### src/rtl/fbf_pkg.sv
`timescale 1ns/1ps
package fbf_pkg;

    // Decoded bus mode, reported on the mode output.
    typedef enum logic [1:0] {
        FBF_STANDBY = 2'd0,
        FBF_OUT_OFF = 2'd1,
        FBF_READ    = 2'd2,
        FBF_WRITE   = 2'd3
    } fbf_mode_e;

    // Selects an identification byte from key = {a6, a1, a0}.
    function automatic logic [7:0] fbf_sig_byte(
        input logic [2:0] key,
        input logic [7:0] mfr,
        input logic [7:0] dev
    );
        logic [7:0] r;
        case (key)
            3'b000:  r = mfr;
            3'b001:  r = dev;
            default: r = 8'h00;
        endcase
        return r;
    endfunction

endpackage

### src/rtl/fbf_sync.sv
`timescale 1ns/1ps
module fbf_sync #(
    parameter int          W       = 3,
    parameter logic [W-1:0] RST_VAL = '1
) (
    input  logic         clk,
    input  logic         rst_n,
    input  logic [W-1:0] async_i,
    output logic [W-1:0] sync_o
);
    typedef struct packed {
        logic [W-1:0] s1;
        logic [W-1:0] s2;
    } sync_st_t;

    sync_st_t st_d, st_q;

    always_comb begin
        st_d = st_q;
        for (int i = 0; i < W; i++) begin
            st_d.s1[i] = async_i[i];
            st_d.s2[i] = st_q.s1[i];
        end
    end

    always_ff @(posedge clk or negedge rst_n) begin
        if (!rst_n) begin
            st_q.s1 <= RST_VAL;
            st_q.s2 <= RST_VAL;
        end else begin
            st_q <= st_d;
        end
    end

    assign sync_o = st_q.s2;
endmodule

### src/rtl/fbf_decode.sv
`timescale 1ns/1ps
module fbf_decode
    import fbf_pkg::*;
(
    input  logic      clk,
    input  logic      rst_n,
    input  logic      cs_s_i,
    input  logic      oe_s_i,
    input  logic      we_s_i,
    output logic      read_now_o,
    output fbf_mode_e mode_o
);
    typedef struct packed {
        fbf_mode_e mode;
    } dec_st_t;

    dec_st_t   st_d, st_q;
    fbf_mode_e mode_now;

    always_comb begin
        if (cs_s_i)                mode_now = FBF_STANDBY;
        else if (!oe_s_i && we_s_i) mode_now = FBF_READ;
        else if (oe_s_i && !we_s_i) mode_now = FBF_WRITE;
        else                       mode_now = FBF_OUT_OFF;
        st_d      = st_q;
        st_d.mode = mode_now;
    end

    always_ff @(posedge clk or negedge rst_n) begin
        if (!rst_n) st_q.mode <= FBF_STANDBY;
        else        st_q      <= st_d;
    end

    assign read_now_o = (mode_now == FBF_READ);
    assign mode_o     = st_q.mode;

    // A deselected bus must report standby on the next cycle.
    p_standby_r2: assert property (@(posedge clk) disable iff (!rst_n)
        cs_s_i |=> (st_q.mode == FBF_STANDBY));
endmodule

### src/rtl/fbf_wr_capture.sv
`timescale 1ns/1ps
module fbf_wr_capture #(
    parameter int AW = 19,
    parameter int DW = 8
) (
    input  logic          clk,
    input  logic          rst_n,
    input  logic          cs_s_i,
    input  logic          oe_s_i,
    input  logic          we_s_i,
    input  logic [AW-1:0] addr_i,
    input  logic [DW-1:0] dat_i,
    output logic          pulse_o,
    output logic [AW-1:0] addr_o,
    output logic [DW-1:0] data_o
);
    typedef struct packed {
        logic          prev;
        logic          armed;
        logic          pulse;
        logic [AW-1:0] addr_lat;
        logic [DW-1:0] data_lat;
    } cap_st_t;

    cap_st_t st_d, st_q;
    logic    strobe, fall, rise;

    always_comb begin
        // Combined active-low strobe: low only while both selects are low.
        strobe     = cs_s_i | we_s_i;
        fall       = st_q.prev & ~strobe;
        rise       = ~st_q.prev & strobe;
        st_d       = st_q;
        st_d.prev  = strobe;
        st_d.pulse = 1'b0;
        if (fall && oe_s_i) begin
            st_d.armed    = 1'b1;
            st_d.addr_lat = addr_i;
        end
        if (rise) begin
            st_d.armed = 1'b0;
            if (st_q.armed) begin
                st_d.data_lat = dat_i;
                st_d.pulse    = 1'b1;
            end
        end
    end

    always_ff @(posedge clk or negedge rst_n) begin
        if (!rst_n) begin
            st_q.prev     <= 1'b1;
            st_q.armed    <= 1'b0;
            st_q.pulse    <= 1'b0;
            st_q.addr_lat <= '0;
            st_q.data_lat <= '0;
        end else begin
            st_q <= st_d;
        end
    end

    assign pulse_o = st_q.pulse;
    assign addr_o  = st_q.addr_lat;
    assign data_o  = st_q.data_lat;

    p_pulse_single_r12: assert property (@(posedge clk) disable iff (!rst_n)
        st_q.pulse |=> !st_q.pulse);
    p_pulse_armed_r6: assert property (@(posedge clk) disable iff (!rst_n)
        st_q.pulse |-> $past(st_q.armed));
    p_addr_hold_r7: assert property (@(posedge clk) disable iff (!rst_n)
        (st_q.armed && $past(st_q.armed)) |-> $stable(st_q.addr_lat));
endmodule

### src/rtl/fbf_store.sv
`timescale 1ns/1ps
module fbf_store
    import fbf_pkg::*;
#(
    parameter int         DW     = 8,
    parameter int         DEPTH  = 16,
    parameter logic [7:0] MFR_ID = 8'h20,
    parameter logic [7:0] DEV_ID = 8'hE2,
    localparam int        IW     = $clog2(DEPTH)
) (
    input  logic          clk,
    input  logic          rst_n,
    input  logic          read_now_i,
    input  logic          sig_mode_i,
    input  logic [2:0]    sig_key_i,
    input  logic [IW-1:0] rd_idx_i,
    input  logic          wr_en_i,
    input  logic [IW-1:0] wr_idx_i,
    input  logic [DW-1:0] wr_dat_i,
    output logic [DW-1:0] dat_o,
    output logic          dat_oe_o
);
    typedef struct packed {
        logic [DEPTH-1:0][DW-1:0] mem;
        logic [DW-1:0]            dat;
        logic                     oe;
    } sto_st_t;

    sto_st_t       st_d, st_q;
    logic [DW-1:0] rd_val;

    always_comb begin
        st_d = st_q;
        if (wr_en_i) st_d.mem[wr_idx_i] = wr_dat_i;
        if (sig_mode_i) rd_val = DW'(fbf_sig_byte(sig_key_i, MFR_ID, DEV_ID));
        else            rd_val = st_q.mem[rd_idx_i];
        st_d.oe  = read_now_i;
        st_d.dat = read_now_i ? rd_val : '0;
    end

    always_ff @(posedge clk or negedge rst_n) begin
        if (!rst_n) st_q <= '0;
        else        st_q <= st_d;
    end

    assign dat_o    = st_q.dat;
    assign dat_oe_o = st_q.oe;

    p_mem_write_r8: assert property (@(posedge clk) disable iff (!rst_n)
        wr_en_i |=> (st_q.mem[$past(wr_idx_i)] == $past(wr_dat_i)));
endmodule

### src/rtl/flash_bus_front.sv
`timescale 1ns/1ps
module flash_bus_front
    import fbf_pkg::*;
#(
    parameter int         AW     = 19,
    parameter int         DW     = 8,
    parameter int         DEPTH  = 16,
    parameter logic [7:0] MFR_ID = 8'h20,
    parameter logic [7:0] DEV_ID = 8'hE2
) (
    input  logic          clk,
    input  logic          rst_n,
    input  logic          cs_n_i,
    input  logic          oe_n_i,
    input  logic          we_n_i,
    input  logic [AW-1:0] addr_i,
    input  logic [DW-1:0] dat_i,
    input  logic          sig_mode_i,
    output logic [DW-1:0] dat_o,
    output logic          dat_oe_o,
    output logic [1:0]    mode_o,
    output logic          wr_pulse_o,
    output logic [AW-1:0] wr_addr_o,
    output logic [DW-1:0] wr_data_o
);
    localparam int IW = $clog2(DEPTH);

    logic [2:0] strb_s;
    logic       read_now;
    fbf_mode_e  mode;

    fbf_sync #(.W(3), .RST_VAL(3'b111)) u_sync (
        .clk     (clk),
        .rst_n   (rst_n),
        .async_i ({cs_n_i, oe_n_i, we_n_i}),
        .sync_o  (strb_s)
    );

    fbf_decode u_dec (
        .clk        (clk),
        .rst_n      (rst_n),
        .cs_s_i     (strb_s[2]),
        .oe_s_i     (strb_s[1]),
        .we_s_i     (strb_s[0]),
        .read_now_o (read_now),
        .mode_o     (mode)
    );

    fbf_wr_capture #(.AW(AW), .DW(DW)) u_cap (
        .clk     (clk),
        .rst_n   (rst_n),
        .cs_s_i  (strb_s[2]),
        .oe_s_i  (strb_s[1]),
        .we_s_i  (strb_s[0]),
        .addr_i  (addr_i),
        .dat_i   (dat_i),
        .pulse_o (wr_pulse_o),
        .addr_o  (wr_addr_o),
        .data_o  (wr_data_o)
    );

    fbf_store #(.DW(DW), .DEPTH(DEPTH), .MFR_ID(MFR_ID), .DEV_ID(DEV_ID)) u_sto (
        .clk        (clk),
        .rst_n      (rst_n),
        .read_now_i (read_now),
        .sig_mode_i (sig_mode_i),
        .sig_key_i  ({addr_i[6], addr_i[1], addr_i[0]}),
        .rd_idx_i   (addr_i[IW-1:0]),
        .wr_en_i    (wr_pulse_o),
        .wr_idx_i   (wr_addr_o[IW-1:0]),
        .wr_dat_i   (wr_data_o),
        .dat_o      (dat_o),
        .dat_oe_o   (dat_oe_o)
    );

    assign mode_o = mode;

    p_oe_read_r3: assert property (@(posedge clk) disable iff (!rst_n)
        dat_oe_o |-> (mode_o == 2'd2));
endmodule

### config.mk
export PLATFORM = sky130hd
export DESIGN_NAME = flash_bus_front
export DESIGN_NICKNAME = d
export VERILOG_FILES = /design/src/rtl/fbf_pkg.sv /design/src/rtl/fbf_sync.sv /design/src/rtl/fbf_decode.sv /design/src/rtl/fbf_wr_capture.sv /design/src/rtl/fbf_store.sv /design/src/rtl/flash_bus_front.sv
export SDC_FILE = /design/constraint.sdc
export NUM_CORES = 1
export LEC_CHECK = 0
export ABC_AREA = 1
export BUFFER_PORTS_ARGS = -buffer_cell sky130_fd_sc_hd__clkbuf_2
export CORE_ASPECT_RATIO = 0.5
export CORE_MARGIN = 2
export CORE_UTILIZATION = 40
export CTS_BUF_LIST = sky130_fd_sc_hd__clkbuf_4 sky130_fd_sc_hd__clkbuf_8
export DETAILED_ROUTE_END_ITERATION = 16
export PLACE_DENSITY = 0.67
export SLEW_MARGIN = 10
export SYNTH_ARGS = -nofsm -noshare
export SYNTH_HDL_FRONTEND = slang
export SYNTH_HIERARCHICAL = 1
export SYNTH_SLANG_ARGS = --single-unit
### constraint.sdc
create_clock -name clk -period 2.2 [get_ports clk]
set_input_delay 0.55 -clock clk [delete_from_list [all_inputs] [get_ports clk]]
set_output_delay 0.55 -clock clk [all_outputs]
set_load 0.02 [all_outputs]
==> results of run 1 <==
-- power breakdown --
part	leakage [nW]	switching, W	total, W	internal, W
combinational	1.89	0.00123	0.00180	0.000566
sequential	2.33	0.000376	0.00419	0.00381
clock	0.177	0.00124	0.00216	0.000922
-- synth_stat cells (all sizes together) --
library cell	count	area, sq um
nor3	3	37.5
nand2	324	1220
dfstp	7	184
inv	104	390
dfrtp	168	4200
ha	1	12.5
clkbuf	30	123
nor2	54	210
a21oi	9	45.0
nand3	102	526
o211ai	5	37.5
buf	61	405
clkinv	1	3.75
o21ai	139	696
nand4	8	50.1
-- sequential cells by signal, summed over array words and instances (netlist names) --
name,count
u_sto/dat_oe_o,1
u_sto/st_q,128
u_cap/pulse_o,1
u_cap/st_q,2
u_cap/data_o,8
u_sync/sync_o,3
u_sto/dat_o,8
u_dec/mode_o,2
u_cap/addr_o,19
u_sync/st_d,3
-- stage by stage --
step	util	cells	hold WS (ns)	cell area, sq um
after CTS	0.451	1311	0.125	8890
after global routing	0.451	1311	0.117	8900
final	0.451	1311	0.151	8900
after detailed placement	0.431	1278	0.347	8510
after floorplan	-	1016	0.254	8150
after global placement	0.431	1278	0.348	8510
-- final timing paths --
| check | to | slack [ns] | depth (start not counted) |
|---|---|---|---|
| max | wr_addr_o[3] | 0.31 | 1 |
| min in group asynchronous | u_dec/mode_o[1]$_DFF_PN0_ | 0.57 | 2 |
| min | u_sync/st_d[0]$_DFF_PN1_ | 0.15 | 1 |
| max reg2reg | u_sto/st_q[136]$_DFFE_PN0P_ | 0.34 | 5 |
| min reg2reg | u_sync/sync_o[1]$_DFF_PN1_ | 0.36 | 0 |
| max in group asynchronous | u_sync/sync_o[0]$_DFF_PN1_ | 0.96 | 3 |
-- cells by family after synthesis --
logic type	after synthesis	share of synthesized area
AND/OR/NAND/NOR	491	0.251
flip-flops	175	0.539
adder cells (fa/ha/maj)	1	0.00154
AO/OA/AOI/OAI	153	0.0955
buffers and inverters	196	0.113
-- area by class of cell --
cell class                      count  area (sq um)
Fill cell                        1966         10800
Sequential cell                   175          4390
Multi-Input combinational cell    645          2840
Timing Repair Buffer               88           567
Inverter                          105           394
Tap cell                          266           333
Clock buffer                       18           241
Clock inverter                     14           130
-- layer usage --
layer / track usage / vias up
met5: 0 / -
met4: 0.0714 / 0
met3: 0.0459 / 29
met1: 0.265 / 3151
met2: 0.297 / 192
li1: - / 3189
-- what timing repair did --
item | CTS | global route
setup buffers | 0 | 0
resized for setup | 0 | 1
hold endpoints to repair | 9 | 0
endpoints found under the setup margin | 0 | 17
hold buffers | 1 | 0
==> results.md, run 1 <==
* Worst Skew at 0.0167 ns
* DIE AREA at 21600 sq um
* CTS max path bufs at 2
* Synth unique cells at 24
* Ant. Diodes at 0
* Via count at 6561
* Root buffer cell: clkbuf_8
* Synth Register Bits at 175
* Synth Instances at 1016
* Syn Area/Cell at 8.02 sq um
* Vias in the first global route at 6294
* Clock transition at path regs at roughly 0.090 ns
* Syn Nets at ~1100
* Nets at between 1000 and 1500
* Area delta synth->final at 9.18%
* Met2 WL at between 9 and 10 mm
* Setup TNS at 0 ns
* Post-detail-place hpwl at 13.2 mm
* Unrepaired setup endpoints after global routing: false
* Vias per inst at 5.00
* First-pass GRT wire length at roughly 32 mm
* H-tree levels at 4
* Die width at between 200 and 250 um
* DR WL met3 at 1.23 mm
* CP Class: reg -> out
* Worst hold path class: in -> reg
* Min-Delay Startpoint: we_n_i
* Avg WL per Cell at 15.2 um
* Worst path max stage delay at 0.61 ns
* CP max FO at 8
* Worst setup SP type: flop
* Clock Latency Late Sink at ~0.47 ns
* Setup crit start: u_cap/addr_o[3]$_DFFE_PN0P_
* Top Layer Used: met4
* Max IR drop VDD at 0.000381 V
* Metal-1 WL at just over 9 mm
* Worst Path Arrival at 1.34 ns
* Commonest non-fill, non-tap cell in the layout: nand2_1
* FMAX at 530 MHz
* Sequence of cells on the critical path: clkbuf_2
* First drt pass iteration count at 5
* Min Tclk post-route at 1.89 ns
* Initial Utilization at 0.413
* Crit-path slowest cell: dfrtp_1
* GRT Util Overall at 0.193
* Initial antenna violation count at 0
* Max-cap violations at 0
* Final worst setup slack at between 0.3 and 0.4 ns
* Site row count at 36
* Die span in y at 105 um
* Remaining DRCs at 0
* Synth warn at 6
* Pwr Total at 0.00815 W
* Leakage power at 4.40 nW
* Most frequent cells in the layout: 323 x nand2_1, 168 x dfrtp_1, 139 x o21ai_0, 103 x inv_1, 99 x nand3_1
* Worst reg2reg startpoint: u_cap/pulse_o$_DFF_PN0_
* Req. time, crit path at around 1.7 ns
* Pre-CTS setup slack at ~0.20 ns
* Mapped Area at ~8100 sq um
* WL final at 19.9 mm
* Boundary pin count at slightly above 70
* CTS tree: built
* Final setup viols at 0
* Core box area at 19700 sq um
* Setup crit end kind: primary output
* Worst slew pin tran at roughly 0.63 ns
* Register area share after synthesis at 0.539
* Starting DRC count in detailed routing at 564
* Fin. max-slew vios at 0
* Total gr overflow at 0
* Total CTS buffers at 17
* Fin. Hold Viols at 0
* Placer Congestion at 0.840
* Port bufs at 71
* Post-detailed-route count of antenna-violating nets at 0
* Largest net degree at the start of global routing at 66
* Layout cells sized above 1 at 0.130
* Fin crit share at 0.858
* CTS sink count at 175
* CP top delay family: flip-flops
* Status: completed
* Power Dens Cells at 916 nW/um^2
* Slew headroom at 0.580
* Buf/Inv on CP at 1
Power figures use the tool's default switching activity.
==> run 2: changes to the inputs <==
- CORE_UTILIZATION: 40 -> 55
- MAX_ROUTING_LAYER: unset -> met4
- PLACE_DENSITY: 0.67 -> 0.85
==> run 2 against run 1 <==
Hold slack got worse by 0.11 ns. Clock-buffer cell count did not move. Global-route usage increased by 8.5 points. Sequential power up 1%. Register-to-register slack barely moved. Wire length is 0.72% higher. Via count rose by 5.6%. Critical path depth is the same. Largest cell class unchanged.
==> results.md, run 2 (synthesized netlist as in run 1, its figures left out) <==
* Crit-path slowest cell: dfrtp_1
* Buf/Inv on CP at 1
* CP top delay family: flip-flops
* Starting DRC count in detailed routing at approximately 850
* Die span in y at 90.1 um
* Max-cap violations at 0
* First drt pass iteration count at 6
* Worst slew pin tran at 0.636 ns
* Setup crit end kind: primary output
* Placer Congestion at 0.928
* Max IR drop VDD at 0.000482 V
* Unrepaired setup endpoints after global routing: false
* First-pass GRT wire length at 33.6 mm
* FMAX at 521 MHz
* CTS tree: built
* Fin crit share at 0.872
* Utilization after layout at 0.606
* Via count at 6930
* Initial antenna violation count at 0
* GRT Util Overall at 0.278
* CP Class: reg -> out
* Initial Utilization at 0.563
* Largest Register: u_sto/st_q
* Final setup viols at 0
* Slew headroom at 0.575
* Power Dens Cells at about 920 nW/um^2
* Hold-fix buffers at CTS at 0
* Vias per inst at 5.58
* CP max FO at 8
* Area delta synth->final at 7.56%
* DIE AREA at between 15000 and 20000 sq um
* Port bufs at 71
* Post-detailed-route count of antenna-violating nets at 0
* Commonest non-fill, non-tap cell in the layout: nand2_1
* Worst r2r path cells at 4
* CTS max path bufs at 2
* Min Tclk post-route at around 1.9 ns
* Avg WL per Cell at 16.1 um
* Ant. Diodes at 0
* Setup bufs post-CTS at 0
* Boundary pin count at 72
* Setup TNS at 0 ns
* Req. time, crit path at 1.65 ns
* Die width at 176 um
* Remaining DRCs at 0
* Clock Latency Late Sink at 0.47 ns
* Clock transition at path regs at 0.11 ns
* Layout cells sized above 1 at 0.131
* Max reg flops at 128
* Largest net degree at the start of global routing at 59
* Sequence of cells on the critical path: clkbuf_2
* WL final at 20.0 mm
* Nets at 1066
* Worst Path Arrival at about 1.4 ns
* CTS sink count at 175
* Root buffer cell: clkbuf_8
* Worst hold path class: in -> async
* Worst Skew at 0.0155 ns
* Fin. max-slew vios at 0
* Core box area at about 14000 sq um
* Vias in the first global route at 6783
* Leakage power at 4.38 nW
* Total CTS buffers at 17
* H-tree levels at 4
* Total gr overflow at 0
* # fillers at roughly 1200
* Status: completed
* Most frequent cells in the layout: 323 x nand2_1, 168 x dfrtp_1, 139 x o21ai_0, 103 x inv_1, 99 x nand3_1
* Worst path max stage delay at between 0.6 and 0.7 ns
* Worst setup SP type: flop
* Critical path depth at 1
* Site row count at 31
* Post-detail-place hpwl at 13.8 mm
* Fin. Hold Viols at 0
==> run 2: cell count changes in the layout (fill, tap and decap cells not counted) <==
cell	previous run	this run
buf_12	6	3
buf_4	10	14
bufinv_16	1	0
clkinv_2	2	0
clkinv_4	0	1
clkinvlp_4	5	4
dlygate4sd3_1	1	0
inv_6	6	7
inv_8	0	2
==> run 2: power by group <==
part / total [W] / switching, W / internal [W]
clock network: 0.00210 / 0.00127 / 0.000834
logic: 0.00173 / 0.00120 / 0.000532
registers: 0.00425 / 0.000443 / 0.00381
total: 0.00809 / 0.00291 / 0.00518
==> run 2: path summary, 6_finish.rpt <==
check                                            start                    endpoint  slack [ns]
setup / recovery           u_cap/addr_o[3]$_DFFE_PN0P_                wr_addr_o[3]        0.28
hold / removal                                   rst_n  u_sto/st_q[80]$_DFFE_PN0P_        0.05
setup reg to reg           u_cap/addr_o[3]$_DFFE_PN0P_  u_sto/st_q[74]$_DFFE_PN0P_        0.34
hold reg to reg               u_sync/st_d[1]$_DFF_PN1_  u_sync/sync_o[1]$_DFF_PN1_        0.36
max in group asynchronous                        rst_n    u_sto/dat_o[4]$_DFF_PN0_        1.44
min in group clk                                we_n_i    u_sync/st_d[0]$_DFF_PN1_        0.15
==> run 2: cell type report <==
cell class / count / area [sq um] / share of cell area
Inverter: 105 / 394 / 0.0450
Clock inverter: 14 / 123 / 0.0140
Sequential cell: 175 / 4390 / 0.501
Tap cell: 198 / 248 / 0.0283
Multi-Input combinational cell: 645 / 2840 / 0.324
Clock buffer: 18 / 241 / 0.0276
Timing Repair Buffer: 88 / 527 / 0.0601
==> run 2: through the flow <==
step                      instance area, sq um  worst slack, ns  instances  power, W  hold WS [ns]
after floorplan                           8150            0.677       1016   0.00550         0.254
after global placement                    8390            0.322       1211   0.00591         0.346
after detailed placement                  8390            0.184       1211   0.00601         0.347
after CTS                                 8760            0.165       1243   0.00809        0.0499
after global routing                      8760            0.164       1243   0.00855        0.0659
final                                     8760            0.282       1243   0.00809        0.0453
==> run 2: worst reg2reg max path, stage by stage, from the launching register on <==
cell and delay [ns]:
dfrtp_1 0.63, nand2_1 0.15, inv_1 0.16, nand3_1 0.46
o21ai_0 0.35
==> run 2: metal layers <==
metal | vias up | GRT usage | share of wire
met5 | - | - | 0
met4 | 0 | 0.105 | 0.027
met3 | 61 | 0.0677 | 0.10
met2 | 403 | 0.415 | 0.46
met1 | 3273 | 0.370 | 0.41
li1 | 3193 | - | -
==> run 2: what timing repair did <==
action	CTS	global route
hold endpoints to repair	0	0
setup endpoints to repair	0	15
resized for setup	0	1
==> run 3: changes to the inputs <==
- CORE_UTILIZATION: 55 -> 50
- PLACE_DENSITY: 0.85 -> 0.79
==> run 3 against run 2 <==
Clock-buffer cell count stayed put. Final area rose by 1.1%. First-iteration DRC count shrank 8.5%. Fmax is 0.54% higher. Clock skew increased by 0.0023 ns. Total power grew 4.2%. Flip-flop and latch count stayed put. Global-route usage decreased by 2.7 points. Non-clock buffer count decreased by 1. Critical path depth up 3. Final cell count is 1.8% higher. Worst setup slack better by 0.010 ns. Critical endpoint is now u_sto/st_q[41]$_DFFE_PN0P_. Largest cell class unchanged.
==> results.md, run 3 (synthesized netlist as in run 1, its figures left out) <==
* Fin. Hold Viols at 0
* Site row count at 32
* Nets at ~1100
* Worst Skew at between 0.015 and 0.02 ns
* Total CTS buffers at 17
* Largest net degree at the start of global routing at 90
* GRT Util Overall at 0.251
* Initial Utilization at 0.520
* Power Dens Cells at 951 nW/um^2
* Worst setup SP type: flop
* Starting DRC count in detailed routing at just under 800
* Vias per inst at ~5.4
* Placer Congestion at 0.871
* CP Class: reg -> reg
* H-tree levels at 4
* Slew headroom at 0.460
* Root buffer cell: clkbuf_8
* First drt pass iteration count at 7
* Unrepaired setup endpoints after global routing: false
* FMAX at 524 MHz
* First-pass GRT wire length at roughly 33 mm
* Worst slew pin tran at 0.809 ns
* Worst hold path class: in -> async
* Status: completed
* Clock Power Share at 0.293
* Layout cells sized above 1 at 0.131
* Die span in y at ~94 um
* Max reg flops at between 100 and 150
* Setup TNS at 0 ns
* Core box area at approximately 16000 sq um
* Clock transition at path regs at ~0.10 ns
* Via count at 6814
* Hold-fix buffers at CTS at 0
* Design Area, Final at 8860 sq um
* Clock Latency Late Sink at 0.46 ns
* WL final at approximately 20 mm
* DIE AREA at 17400 sq um
* Die width at 185 um
* CP max FO at 16
* Commonest non-fill, non-tap cell in the layout: nand2_1
* Max IR drop VDD at 0.000473 V
* Setup bufs post-CTS at 0
* Post-detailed-route count of antenna-violating nets at 0
* Area post-placement at 8420 sq um
* Req. time, crit path at 2.55 ns
* Leakage power at 4.42 nW
* Largest Register: u_sto/st_q
* Boundary pin count at 72
* CTS tree: built
* Min Tclk post-route at 1.91 ns
* Seq pwr share at 0.501
* Avg WL per Cell at around 15 um
* Fin crit share at 0.867
* Initial antenna violation count at 0
* Area delta synth->final at 8.75%
* Port bufs at 71
* CTS max path bufs at 2
* Fin. max-slew vios at 0
* Ant. Diodes at 0
* Pwr Total at 0.00843 W
* Final Hold Slack at 0.0352 ns
* Setup crit start: u_cap/addr_o[2]$_DFFE_PN0P_
* Post-detail-place hpwl at 13.2 mm
* Setup crit end kind: flop
* Post_cts resized at 0
* Internal power at ~0.0056 W
* CTS sink count at 175
* Flop2flop setup slack at between 0.2 and 0.3 ns
* Remaining DRCs at 0
* Final setup viols at 0
* Most frequent cells in the layout: 322 x nand2_1, 168 x dfrtp_1, 139 x o21ai_0, 103 x inv_1, 99 x nand3_1
* Total gr overflow at 0
* Vias in the first global route at 6551
* Combinational Power Share at 0.206
* Sw Pwr at 0.00288 W
* Worst Path Arrival at 2.26 ns
* Max-cap violations at 0
* Sw Share at 0.341
* Worst reg2reg startpoint: u_cap/addr_o[2]$_DFFE_PN0P_
-- run 3: cell types whose count changed in the layout (fill, tap and decap cells not counted), sizes merged --
cell / before / now
buf: 18 / 17
clkinv: 2 / 4
clkinvlp: 4 / 1
bufinv: 0 / 3
inv: 113 / 111
-- run 3: power by group through the flow --
stage | Sequential, W | Clock, W | Combinational (W)
floorplan | 0.00409 | 0 | 0.00141
global placement | 0.00424 | 0 | 0.00166
detailed placement | 0.00426 | 0 | 0.00172
CTS | 0.00421 | 0.00249 | 0.00173
global route | 0.00429 | 0.00261 | 0.00198
finish | 0.00422 | 0.00247 | 0.00173
-- run 3: per-layer routing --
metal / share of wire / GRT usage
met5: 0 / -
met4: 0.018 / 0.0980
met3: 0.083 / 0.0469
met2: 0.46 / 0.380
met1: 0.44 / 0.338
-- run 3: final timing paths --
| check | depth (start not counted) | endpoint |
|---|---|---|
| setup / recovery | 4 | u_sto/st_q[41]$_DFFE_PN0P_ |
| hold / removal | 1 | u_dec/mode_o[1]$_DFF_PN0_ |
| setup reg to reg | 4 | u_sto/st_q[41]$_DFFE_PN0P_ |
| hold reg to reg | 0 | u_sync/sync_o[2]$_DFF_PN1_ |
| max in group asynchronous | 2 | u_sto/st_q[107]$_DFFE_PN0P_ |
| min in group clk | 1 | u_sync/st_d[1]$_DFF_PN1_ |
-- run 3: area by class of cell --
class	count	area, sq um
clock inverters	14	195
inverters	105	394
multi-input cells	645	2840
clock buffers	18	248
well taps	221	277
flip-flops and latches	175	4390
fillers	1416	6790
repair buffers	87	519
-- run 3: through the flow --
| step | setup WS (ns) | util | instances |
|---|---|---|---|
| 4_1_cts | 0.197 | 0.566 | 1265 |
| 5_1_grt | 0.146 | 0.566 | 1265 |
| 3_3_place_gp | 0.318 | 0.538 | 1233 |
| 2_1_floorplan | 0.677 | - | 1016 |
| 6_report | 0.293 | 0.566 | 1265 |
| 3_5_place_dp | 0.217 | 0.538 | 1233 |
-- run 3: worst max-delay path: stages (launching register included) --
cell     delay (ns)
dfrtp_1        0.53
inv_1          0.17
nor2_1         0.25
nand3_1        0.47
o21ai_0        0.38
